--- src/rtl/gpio_lvl_pkg.sv ---
package gpio_lvl_pkg;
  localparam int unsigned WORD_W = 32;
  // GPIO window offsets
  localparam logic [7:0] OFF_DIR  = 8'h00;
  localparam logic [7:0] OFF_DATA = 8'h04;
  localparam logic [7:0] OFF_POL  = 8'h08;
  localparam logic [7:0] OFF_STAT = 8'h0C;
  // interrupt window offsets, relative to its base
  localparam logic [7:0] OFF_PEND = 8'h00;
  localparam logic [7:0] OFF_MASK = 8'h08;
endpackage

--- src/rtl/gpio_sync.sv ---
module gpio_sync #(
  parameter int unsigned WIDTH  = 32,
  parameter int unsigned STAGES = 2
) (
  input  logic             clk_i,
  input  logic             rst_ni,
  input  logic [WIDTH-1:0] d_i,
  output logic [WIDTH-1:0] q_o
);
  logic [WIDTH-1:0] stage_q [STAGES];

  always_ff @(posedge clk_i or negedge rst_ni) begin
    if (!rst_ni) begin
      for (int i = 0; i < STAGES; i++) stage_q[i] <= '0;
    end else begin
      stage_q[0] <= d_i;
      for (int i = 1; i < STAGES; i++) stage_q[i] <= stage_q[i-1];
    end
  end

  assign q_o = stage_q[STAGES-1];
endmodule

--- src/rtl/gpio_lvl_detect.sv ---
module gpio_lvl_detect #(
  parameter int unsigned WIDTH = 32
) (
  input  logic             clk_i,
  input  logic             rst_ni,
  input  logic [WIDTH-1:0] pin_i,
  input  logic [WIDTH-1:0] pol_i,
  input  logic             ack_we_i,
  input  logic [WIDTH-1:0] ack_keep_i,
  output logic [WIDTH-1:0] status_o
);
  logic [WIDTH-1:0] hit, status_q, status_kept;
  logic             started_q;

  assign hit         = ~(pin_i ^ pol_i);
  assign status_kept = ack_we_i ? (status_q & ack_keep_i) : status_q;

  // set has priority over acknowledge: level still present re-arms the bit
  always_ff @(posedge clk_i or negedge rst_ni) begin
    if (!rst_ni) begin
      status_q  <= '0;
      started_q <= 1'b0;
    end else begin
      status_q  <= status_kept | hit;
      started_q <= 1'b1;
    end
  end

  assign status_o = status_q;

  a_r4_match_sets: assert property (@(posedge clk_i) disable iff (!rst_ni)
    started_q |-> ((status_q & $past(hit)) == $past(hit)));

  a_r5_clear_needs_ack: assert property (@(posedge clk_i) disable iff (!rst_ni)
    (started_q && |($past(status_q) & ~status_q)) |-> $past(ack_we_i));
endmodule

--- src/rtl/gpio_irq_agg.sv ---
module gpio_irq_agg #(
  parameter int unsigned WIDTH = 32
) (
  input  logic             clk_i,
  input  logic             rst_ni,
  input  logic             mask_we_i,
  input  logic [WIDTH-1:0] mask_wdata_i,
  input  logic [WIDTH-1:0] status_i,
  output logic [WIDTH-1:0] mask_o,
  output logic             irq_o
);
  logic [WIDTH-1:0] mask_q;
  logic             irq_q;

  always_ff @(posedge clk_i or negedge rst_ni) begin
    if (!rst_ni) begin
      mask_q <= '1;
      irq_q  <= 1'b0;
    end else begin
      if (mask_we_i) mask_q <= mask_wdata_i;
      irq_q <= |(status_i & ~mask_q);
    end
  end

  assign mask_o = mask_q;
  assign irq_o  = irq_q;

  a_r7_all_masked_quiet: assert property (@(posedge clk_i) disable iff (!rst_ni)
    (&mask_q) |=> !irq_o);

  a_r8_unmasked_fires: assert property (@(posedge clk_i) disable iff (!rst_ni)
    (|(status_i & ~mask_q)) |=> irq_o);
endmodule

--- src/rtl/gpio_lvl_port.sv ---
module gpio_lvl_port
  import gpio_lvl_pkg::*;
#(
  parameter int unsigned WIDTH    = WORD_W,
  parameter int unsigned ADDR_W   = 8,
  parameter int unsigned SYNC_N   = 2,
  parameter logic [7:0]  IRQ_BASE = 8'h10
) (
  input  logic              clk_i,
  input  logic              rst_ni,
  input  logic [ADDR_W-1:0] addr_i,
  input  logic [WIDTH-1:0]  wdata_i,
  input  logic              wr_i,
  input  logic              rd_i,
  output logic [WIDTH-1:0]  rdata_o,
  input  logic [WIDTH-1:0]  gpio_i,
  output logic [WIDTH-1:0]  gpio_o,
  output logic              irq_o,
  output logic [WIDTH-1:0]  gpio_oe_o
);
  localparam logic [ADDR_W-1:0] A_DIR  = ADDR_W'(OFF_DIR);
  localparam logic [ADDR_W-1:0] A_DATA = ADDR_W'(OFF_DATA);
  localparam logic [ADDR_W-1:0] A_POL  = ADDR_W'(OFF_POL);
  localparam logic [ADDR_W-1:0] A_STAT = ADDR_W'(OFF_STAT);
  localparam logic [ADDR_W-1:0] A_PEND = ADDR_W'(IRQ_BASE + OFF_PEND);
  localparam logic [ADDR_W-1:0] A_MASK = ADDR_W'(IRQ_BASE + OFF_MASK);

  logic [WIDTH-1:0] dir_q, out_q, pol_q, rdata_q;
  logic [WIDTH-1:0] pin_sync, status, mask, rd_mux;
  logic             sel_dir, sel_data, sel_pol, sel_stat, sel_pend, sel_mask, sel_none;

  assign sel_dir  = (addr_i == A_DIR);
  assign sel_data = (addr_i == A_DATA);
  assign sel_pol  = (addr_i == A_POL);
  assign sel_stat = (addr_i == A_STAT);
  assign sel_pend = (addr_i == A_PEND);
  assign sel_mask = (addr_i == A_MASK);
  assign sel_none = !(sel_dir || sel_data || sel_pol || sel_stat || sel_pend || sel_mask);

  gpio_sync #(.WIDTH(WIDTH), .STAGES(SYNC_N)) u_sync (
    .clk_i (clk_i),
    .rst_ni(rst_ni),
    .d_i   (gpio_i),
    .q_o   (pin_sync)
  );

  gpio_lvl_detect #(.WIDTH(WIDTH)) u_detect (
    .clk_i     (clk_i),
    .rst_ni    (rst_ni),
    .pin_i     (pin_sync),
    .pol_i     (pol_q),
    .ack_we_i  (wr_i && sel_stat),
    .ack_keep_i(wdata_i),
    .status_o  (status)
  );

  gpio_irq_agg #(.WIDTH(WIDTH)) u_agg (
    .clk_i       (clk_i),
    .rst_ni      (rst_ni),
    .mask_we_i   (wr_i && sel_mask),
    .mask_wdata_i(wdata_i),
    .status_i    (status),
    .mask_o      (mask),
    .irq_o       (irq_o)
  );

  always_ff @(posedge clk_i or negedge rst_ni) begin
    if (!rst_ni) begin
      dir_q <= '0;
      out_q <= '0;
      pol_q <= '0;
    end else if (wr_i) begin
      if (sel_dir)  dir_q <= wdata_i;
      if (sel_data) out_q <= wdata_i;
      if (sel_pol)  pol_q <= wdata_i;
    end
  end

  always_comb begin
    rd_mux = '0;
    unique case (1'b1)
      sel_dir:  rd_mux = dir_q;
      sel_data: rd_mux = pin_sync;
      sel_pol:  rd_mux = pol_q;
      sel_stat: rd_mux = status;
      sel_pend: rd_mux = status;
      sel_mask: rd_mux = mask;
      default:  rd_mux = '0;
    endcase
  end

  always_ff @(posedge clk_i or negedge rst_ni) begin
    if (!rst_ni)   rdata_q <= '0;
    else if (rd_i) rdata_q <= rd_mux;
  end

  assign rdata_o   = rdata_q;
  assign gpio_o    = out_q;
  assign gpio_oe_o = dir_q;

  a_r9_undef_reads_zero: assert property (@(posedge clk_i) disable iff (!rst_ni)
    (rd_i && sel_none) |=> (rdata_o == '0));

  a_r9_undef_write_ignored: assert property (@(posedge clk_i) disable iff (!rst_ni)
    (wr_i && sel_none) |=> ($stable(gpio_oe_o) && $stable(gpio_o) && $stable(mask)));

  a_r10_rdata_holds: assert property (@(posedge clk_i) disable iff (!rst_ni)
    !rd_i |=> $stable(rdata_o));
endmodule

--- config.mk ---
export PLATFORM = sky130hd
export DESIGN_NAME = gpio_lvl_port
export DESIGN_NICKNAME = d
export VERILOG_FILES = /design/src/rtl/gpio_lvl_pkg.sv /design/src/rtl/gpio_sync.sv /design/src/rtl/gpio_lvl_detect.sv /design/src/rtl/gpio_irq_agg.sv /design/src/rtl/gpio_lvl_port.sv
export SDC_FILE = /design/constraint.sdc
export NUM_CORES = 1
export LEC_CHECK = 0
export BUFFER_PORTS_ARGS = -buffer_cell sky130_fd_sc_hd__buf_2
export CAP_MARGIN = 25
export CORE_UTILIZATION = 27
export DETAILED_ROUTE_END_ITERATION = 6
export GPL_ROUTABILITY_DRIVEN = 0
export GPL_TIMING_DRIVEN = 1
export PLACE_DENSITY = 0.52
export SKIP_CTS_REPAIR_TIMING = 1
export SLEW_MARGIN = 20
export SYNTH_ARGS = -nofsm -noshare
export SYNTH_HDL_FRONTEND = slang
export SYNTH_HIERARCHICAL = 1
export SYNTH_SLANG_ARGS = --single-unit
--- constraint.sdc ---
create_clock -name clk_i -period 1.6 [get_ports clk_i]
set_clock_uncertainty 0.2 [all_clocks]
set_input_delay 0.24 -clock clk_i [delete_from_list [all_inputs] [get_ports clk_i]]
set_output_delay 0.24 -clock clk_i [all_outputs]
set_load 0.02 [all_outputs]
# ---- Yosys cells after proc, flatten, opt, wreduce, memory -nomap -nowiden
# Cells that the tools add are included.
dict set report totals {
  ff_bits 257
  out_inout_bits 97
  elab_cells 30
}
dict set report op_classes {
  n_eq_ne 5
  mux 2
  bitwise 6
  reduce_logical 8
}
# op n
set op_table {}
lappend op_table {{case mux 32 bit (5 select lines)} 1}
lappend op_table {{bitwise AND 32 bit} 2}
lappend op_table {{inverter 32 bit} 2}
lappend op_table {{two-way mux 32 bit} 1}
lappend op_table {{OR 32 bit} 1}
lappend op_table {{OR reduction 32 bit} 1}
lappend op_table {{bitwise XOR 32 bit} 1}
lappend op_table {{equality test 8 x 4 -> 1 bit, second input constant} 2}
lappend op_table {{equality test 8 x 5 -> 1 bit, second input constant} 2}
lappend op_table {{equality test 8 x 3 -> 1 bit, second input constant} 1}
lappend op_table {{zero test 8 bit} 1}
lappend op_table {{AND reduction 2 bit} 3}
lappend op_table {{logical AND 1 bit} 2}
lappend op_table {{OR reduction 2 bit} 1}

# ---- Depth between registers and ports, before layout
# Gate-level depths: netlist of the first run.
dict set report logic_depth {
  ltp_word 4
  mapped_depth 7
  depth_no_buf 5
}

# ---- Modules after synthesis
# Netlist of the first run, hierarchy kept.
# mod instances cells_each area_each_um2
set by_module_without_submodules {}
lappend by_module_without_submodules {gpio_lvl_port 1 452 5851.9}
lappend by_module_without_submodules {gpio_sync 1 96 1841.8}
lappend by_module_without_submodules {gpio_irq_agg 1 122 1661.6}
lappend by_module_without_submodules {gpio_lvl_detect 1 131 1544.0}

# ---- Worst setup path after synthesis of the first run
# No wires, ideal clock.
dict set report synth_path {
  path_type {in2reg}
  from {in addr_i[3]}
  to {reg u_detect.status_q[10] (netlist: u_detect/status_o[10])}
  setup_time_ns 0.118
  arrival_ns 1.667
  required_ns 1.282
  slack_ns -0.385
  cell_stages 7
  path_buffers 3
  cell_sequence {buf_6 > clkbuf_1 > nand2_1 > nor3_1 > clkbuf_4 > nand2b_1 > a21o_1}
}
dict set report synth_between {
  elab_chain_len 4
}
# item line_no
set synth_lines {}
lappend synth_lines {{start: declaration} gpio_lvl_port.sv:11} ;# input logic [ADDR_W-1:0] addr_i,
lappend synth_lines {{equality test 8 x 4 -> 1 bit} gpio_lvl_port.sv:35} ;# assign sel_stat = (addr_i == A_STAT);
lappend synth_lines {{logical AND 1 bit} gpio_lvl_port.sv:52} ;# .ack_we_i (wr_i && sel_stat),
lappend synth_lines {{two-way mux 32 bit} gpio_lvl_detect.sv:16} ;# assign status_kept = ack_we_i ? (status_q & ack_keep_i) : status_q;
lappend synth_lines {{OR 32 bit} gpio_lvl_detect.sv:24} ;# status_q <= status_kept | hit;
lappend synth_lines {{end signal: assignment} gpio_lvl_detect.sv:24}
lappend synth_lines {{end: declaration} gpio_lvl_detect.sv:12} ;# logic [WIDTH-1:0] hit, status_q, status_kept;
# Every way passes these cells.
# A chain may end at the register's enable or synchronous reset.

# ---- Final worst setup path of the first run
dict set report layout_path {
  from {reg out_q[5] (netlist: gpio_o[5])}
  to {out gpio_o[5]}
}
# item line_no
set layout_lines {}
lappend layout_lines {{start: declaration} gpio_lvl_port.sv:28} ;# logic [WIDTH-1:0] dir_q, out_q, pol_q, rdata_q;
lappend layout_lines {{start signal: assignment} gpio_lvl_port.sv:74} ;# if (sel_data) out_q <= wdata_i;
lappend layout_lines {{end: declaration} gpio_lvl_port.sv:17} ;# output logic [WIDTH-1:0] gpio_o,
# No word-level cell between the ends.

==> metrics.yaml, run 1 <==
status: "finished, violations left"
violations: "negative hold slack"
path_cells: "buf_6"
antenna_found_initial: 1
slowest_stage: "dfrtp_1"
drc: 0
dpl.hpwl_um: 22100
initial_utilization_pct: 27.4
synth_edf_count: 0
wl_per_cell_um: 20.0
cts_sinks: 257
hold_viol_final: 21
die_area_um2: 41200
grt_pass1_wl_um: 48600
pre_cts_ws_ps: -508
async_flop_share_pct: 100
clk-insertion-delay-late_ps: 560
powerDensity_nw_per_um2: 1070
die_w_um: 203
cts_root_buf: "clkbuf_16"
rsz0062_at_grt: "true"
synth_area_um2: 10900
overflow: 0
syn_inst: 801
maxSlewHeadroom_pct: 71.5
numCtsBuffers: 30
io_pins: 173
finalWorstSetupSlack_ps: 11.2
clockBufferDepth: 3
leakage_nw: 6.91
placed_cell_area_um2: 12600
fin_crit_ps: 1590
grt.total_usage_pct: 15.6
ir_drop_uv: 688
crit_buf_inv: 1
cts_tree: "built"
cpPeakStageDelay_ps: 430
antenna_left: 0
tightest_slew_ps: 427
path_class: "reg -> out"
grt_pass1_vias: 7621
syn_to_final_growth_pct: 36.1
synth_top_area_cell: "dfrtp_1"
row_count: 73
viasPerCell: 4.64
ys_seq_elements: 257
dr.first_iter.drc_count: 445
yosysTopAreaCellShare_pct: 51.7
synth_cell_type_count: 41
finalWirelength_um: 32700
slew_violations: 0
grt_max_degree: 56
hold_path_class: "in -> async"
timing.fmax_mhz: 629
fin_area_um2: 14800
maxCapViolCount: 0
cts_max_level: 1
layout-drive-gt1-share_pct: 44.3
vias: 7607
first_pass_iters: 5
avgSynthCellArea_um2: 13.6
clk_pin_slew_worst_paths_ps: 60
synth_nets: 877
ys_warn_count: 6
finalSetupViolations: 0
io_buffers: 172
timing.final.crit_share_pct: 99.3
die_y_um: 203
crit_family: "flip-flops"
core_um2: 39700
critPathArrivalTime_ps: 1150
critPathRequiredTime_ps: 1160
crit_path_start_kind: "register"
yosys-top-cells-area: "dfrtp_1 (52%), mux2_2 (10%), dfstp_2 (7.7%)"
finalNetCount: 1166
rrSetupSlack_ps: 50
critical_path.max_fanout: 2
synthFlopType: "dfrtp_1"
diodes: 0
hold_ws_ps: -71.8
yosysSeqAreaShare_pct: 59.4
endpoint_kind: "primary output"
Yosys cell counts (28+ instances only):
| library cell | instances |
|---|---|
| xnor2_1 | 32 |
| a22oi_1 | 28 |
| mux2_4 | 30 |
| inv_1 | 32 |
| nor2_1 | 30 |
| dfstp_2 | 32 |
| a21oi_1 | 40 |
| mux2_2 | 101 |
| nand2b_1 | 32 |
| a21o_1 | 32 |
| buf_4 | 35 |
| dfrtp_1 | 225 |
routing by layer:
metal / routed length, um / GRT usage [%]
met1: 15400 / 22.1
met2: 14500 / 23.5
met3: 2110 / 4.13
met4: 718 / 3.87
met5: 17 / 0
final timing paths:
path | from | end | cells after the start
min in group clk_i | addr_i[1] | rdata_o[25]$_DFFE_PN0P_ | 4
max in group asynchronous | rst_ni | u_agg/mask_o[28]$_DFFE_PN1P_ | 3
setup / recovery | gpio_o[5]$_DFFE_PN0P_ | gpio_o[5] | 1
hold reg to reg | u_sync/stage_q[49]$_DFF_PN0_ | u_sync/q_o[17]$_DFF_PN0_ | 0
hold / removal | rst_ni | gpio_o[4]$_DFFE_PN0P_ | 2
setup reg to reg | u_agg/mask_o[5]$_DFFE_PN1P_ | u_agg/irq_o$_DFF_PN0_ | 3
final cells by class:
type                    instances  area (um^2)
repair buffers                330         2660
flip-flops and latches        257         6470
clock inverters                10          160
fillers                      3838        24900
well taps                     525          657
clock buffers                  46          902
multi-input cells             438         3860
inverters                      33          124
logic make-up (layout without fill, tap and decap cells):
logic type | Yosys count | in the layout | share of synthesized area, %
DFF | 257 | 257 | 59.4
xor gates and xnor gates | 32 | 32 | 2.57
AOI/OAI and AO/OA | 173 | 173 | 11.6
muxes | 144 | 144 | 15.8
and+or+nand+nor | 89 | 89 | 4.78
buffers and inverters | 106 | 419 | 5.87
power breakdown:
part | internal (mW) | switching (mW) | total (mW)
clock | 4.52 | 2.79 | 7.30
sequential | 6.82 | 0.220 | 7.04
combinational | 0.740 | 0.762 | 1.50
layout by cell type, fill, tap and decap left out, types with 7 or more instances in the layout:
cell           synthesis  final
dfrtp_1              225    225
buf_2                 10    131
mux2_2               101    101
buf_4                 35     84
dlygate4sd3_1          0     66
a21oi_1               40     40
inv_1                 32     32
dfstp_2               32     32
nand2b_1              32     32
xnor2_1               32     32
a21o_1                32     32
clkbuf_16              0     31
buf_6                  5     30
mux2_4                30     30
nor2_1                30     28
a22oi_1               28     27
buf_12                 3     18
a22o_1                16     16
a221oi_1              16     16
o22ai_1               16     14
mux2i_1               12     12
o2bb2ai_1             12     12
nand2_1                9      8
a32oi_1                8      8
clkbuf_1              16      8
clkbuf_8               0      7
registers in the layout (all words and copies together) (netlist names):
| signal | count |
|---|---|
| gpio_o | 32 |
| u_agg/mask_o | 32 |
| rdata_o | 32 |
| u_agg/irq_o | 1 |
| u_detect/status_o | 32 |
| u_sync/stage_q | 32 |
| gpio_oe_o | 32 |
| pol_q | 32 |
| u_sync/q_o | 32 |
metrics by stage:
stage | utilization [%] | setup TNS (ps) | power [mW] | cells
2_1_floorplan | - | -30520 | 7.74 | 801
3_3_place_gp | 31.7 | -78620 | 8.39 | 1478
3_5_place_dp | 31.7 | -82630 | 8.41 | 1478
4_1_cts | 34.3 | -833 | 15.8 | 1534
5_1_grt | 37.3 | -173 | 16.5 | 1639
6_report | 37.3 | 0 | 15.8 | 1639
No activity file was read; power rests on OpenSTA's default activity.
==> run 2, diff against run 1 <==
--- a/config.mk
+++ b/config.mk
@@ -12,9 +12,9 @@
 export GPL_ROUTABILITY_DRIVEN = 0
 export GPL_TIMING_DRIVEN = 1
 export PLACE_DENSITY = 0.52
+export RECOVER_POWER = 25
 export SKIP_CTS_REPAIR_TIMING = 1
 export SLEW_MARGIN = 20
 export SYNTH_ARGS = -nofsm -noshare
 export SYNTH_HDL_FRONTEND = slang
-export SYNTH_HIERARCHICAL = 1
 export SYNTH_SLANG_ARGS = --single-unit
==> metrics.yaml, run 2 <==
drc: 0
crit_path_start_kind: "register"
p_switching_mw: 3.44
syn_to_final_growth_pct: 37.0
path_class: "reg -> out"
synth_nets: 846
fin_area_um2: 14300
grt.total_usage_pct: 15.6
dpl.hpwl_um: 20800
vias: 7421
hold_viol_final: 18
power_mw: 14.7
synthFlopType: "dfrtp_1"
overflow: 0
status: "finished, violations left"
rsz0062_at_grt: "true"
async_flop_share_pct: 100
synth_top_cells_by_count: "dfrtp_1 (225), mux2_2 (148), a22oi_1 (56), o21ai_0 (55), nand2_1 (42)"
endpoint_kind: "primary output"
critPathRequiredTime_ps: 1160
row_count: 71
layout_commonest_cell: "dfrtp_1"
ys_seq_elements: 257
clkPwrFrac_pct: 44.4
p_sw_share_pct: 23.4
placed_cell_area_um2: 12400
first_pass_iters: 4
internal-power_mw: 11.2
diodes: 0
yosys-top-cells-area: "dfrtp_1 (54%), mux2_2 (16%), dfstp_2 (8.1%)"
fill_cells: 3707
path_cells: "buf_6"
layout_common_cells: "dfrtp_1 (225), buf_2 (143), mux2_2 (124), buf_4 (67), dlygate4sd3_1 (66)"
hold_path_class: "in -> async"
wl_per_cell_um: 19.3
die_w_um: 199
leakage_nw: 6.91
cts_tree: "built"
ir_drop_uv: 797
cts_max_level: 1
io_pins: 173
clockBufferDepth: 3
syn_inst: 770
maxCapViolCount: 0
timing.fmax_mhz: 629
cpPeakStageDelay_ps: 430
grt_max_degree: 61
cts_sinks: 257
slew_violations: 0
ys_warn_count: 0
critical_path.max_fanout: 2
grt_pass1_wl_um: 45800
slowest_stage: "dfrtp_1"
die_y_um: 199
die_area_um2: 39400
finalSetupViolations: 0
antenna_left: 0
maxSlewHeadroom_pct: 64.6
worstReg2RegStart: "u_agg.mask_o[25]$_DFFE_PN1P_"
grt_pass1_vias: 7460
tightest_slew_ps: 531
synth_cell_type_count: 38
finalNetCount: 1145
layout-drive-gt1-share_pct: 44.4
utilization_pct: 37.7
clk-insertion-delay-late_ps: 560
crit_buf_inv: 1
r2r_cells: 3
fin_crit_ps: 1590
yosysMostFrequentCell: "dfrtp_1"
synth_top_area_cell: "dfrtp_1"
avgSynthCellArea_um2: 13.5
io_buffers: 172
initial_utilization_pct: 27.6
synth_edf_count: 0
combPwrFrac_pct: 8.2
synth_area_um2: 10400
timing.final.crit_share_pct: 99.4
rrSetupSlack_ps: 120
yosysTopAreaCellShare_pct: 54.0
crit_family: "flip-flops"
finalWirelength_um: 30900
critPathArrivalTime_ps: 1150
violations: "negative hold slack"
powerDensity_nw_per_um2: 1030
r2r-end: "u_agg.irq_o$_DFF_PN0_"
dr.first_iter.drc_count: 348
yosysSeqAreaShare_pct: 62.0
antenna_found_initial: 1
hold_ws_ps: -36.5
cts_root_buf: "clkbuf_16"
p_seq_share_pct: 47.4
clk_pin_slew_worst_paths_ps: 60
numCtsBuffers: 29
core_um2: 37800
viasPerCell: 4.64
-- run 2: cell types whose count changed after synthesis, sizes merged, moves of 32 or more --
cell and delta:
a21o -32, a21oi -40, nand2 +33, nand2b -32, o21ai +60, xnor2 -32
xor2 +32
-- run 2: logic make-up (layout without fill, tap and decap cells) --
logic type,after synthesis,in the layout,synth area share (%)
and+or+nand+nor,73,73,3.65
muxes,160,160,17.2
buffers and inverters,76,396,3.24
AOI/OAI and AO/OA,172,172,11.2
xor gates and xnor gates,32,32,2.69
DFF,257,257,62.0
-- run 2: power by group through the flow --
stage	combinational (mW)	sequential [mW]	clock [mW]
after global placement	1.05	7.07	0
after floorplan	0.385	7.12	0
final	1.21	6.96	6.52
after CTS	1.06	6.96	6.72
after detailed placement	1.06	7.07	0
after global routing	1.32	6.98	6.98
-- run 2: through the flow --
stage,setup TNS [ps],setup slack (ps),cells
final,0,9.70,1601
after global routing,-97.3,-25.6,1601
after CTS,-362,-48.9,1512
after detailed placement,-73530,-573,1460
after global placement,-73120,-576,1460
after floorplan,-36620,-397,770
-- run 2: how the worst max path moves through the flow --
| stage | from | end | slack [ps] | depth (start not counted) |
|---|---|---|---|---|
| 2_1_floorplan | addr_i[6] | u_agg.mask_o[10]$_DFFE_PN1P_ | -400 | 6 |
| 3_3_place_gp | addr_i[6] | u_agg.mask_o[3]$_DFFE_PN1P_ | -580 | 6 |
| 3_5_place_dp | addr_i[6] | u_agg.mask_o[11]$_DFFE_PN1P_ | -570 | 6 |
| 4_1_cts | gpio_oe_o[15]$_DFFE_PN0P_ | gpio_oe_o[15] | -50 | 1 |
| 5_1_grt | rdata_o[19]$_DFFE_PN0P_ | rdata_o[19] | -30 | 1 |
| 6_report | rdata_o[20]$_DFFE_PN0P_ | rdata_o[20] | 10 | 1 |
-- run 2: area by class of cell --
class	instances	area (um^2)	area share (%)
Sequential cell	257	6470	45.3
Multi-Input combinational cell	437	3780	26.5
Timing Repair Buffer	311	2340	16.4
Clock buffer	44	832	5.82
Tap cell	511	639	4.48
Inverter	33	124	0.867
Clock inverter	8	96.3	0.674
-- run 2: metal layers --
metal	track usage, %	vias up	wire (um)
met5	0	-	13
met2	24.9	198	14500
li1	-	3385	-
met4	5.04	2	786
met1	21.2	3780	14200
met3	2.83	56	1410
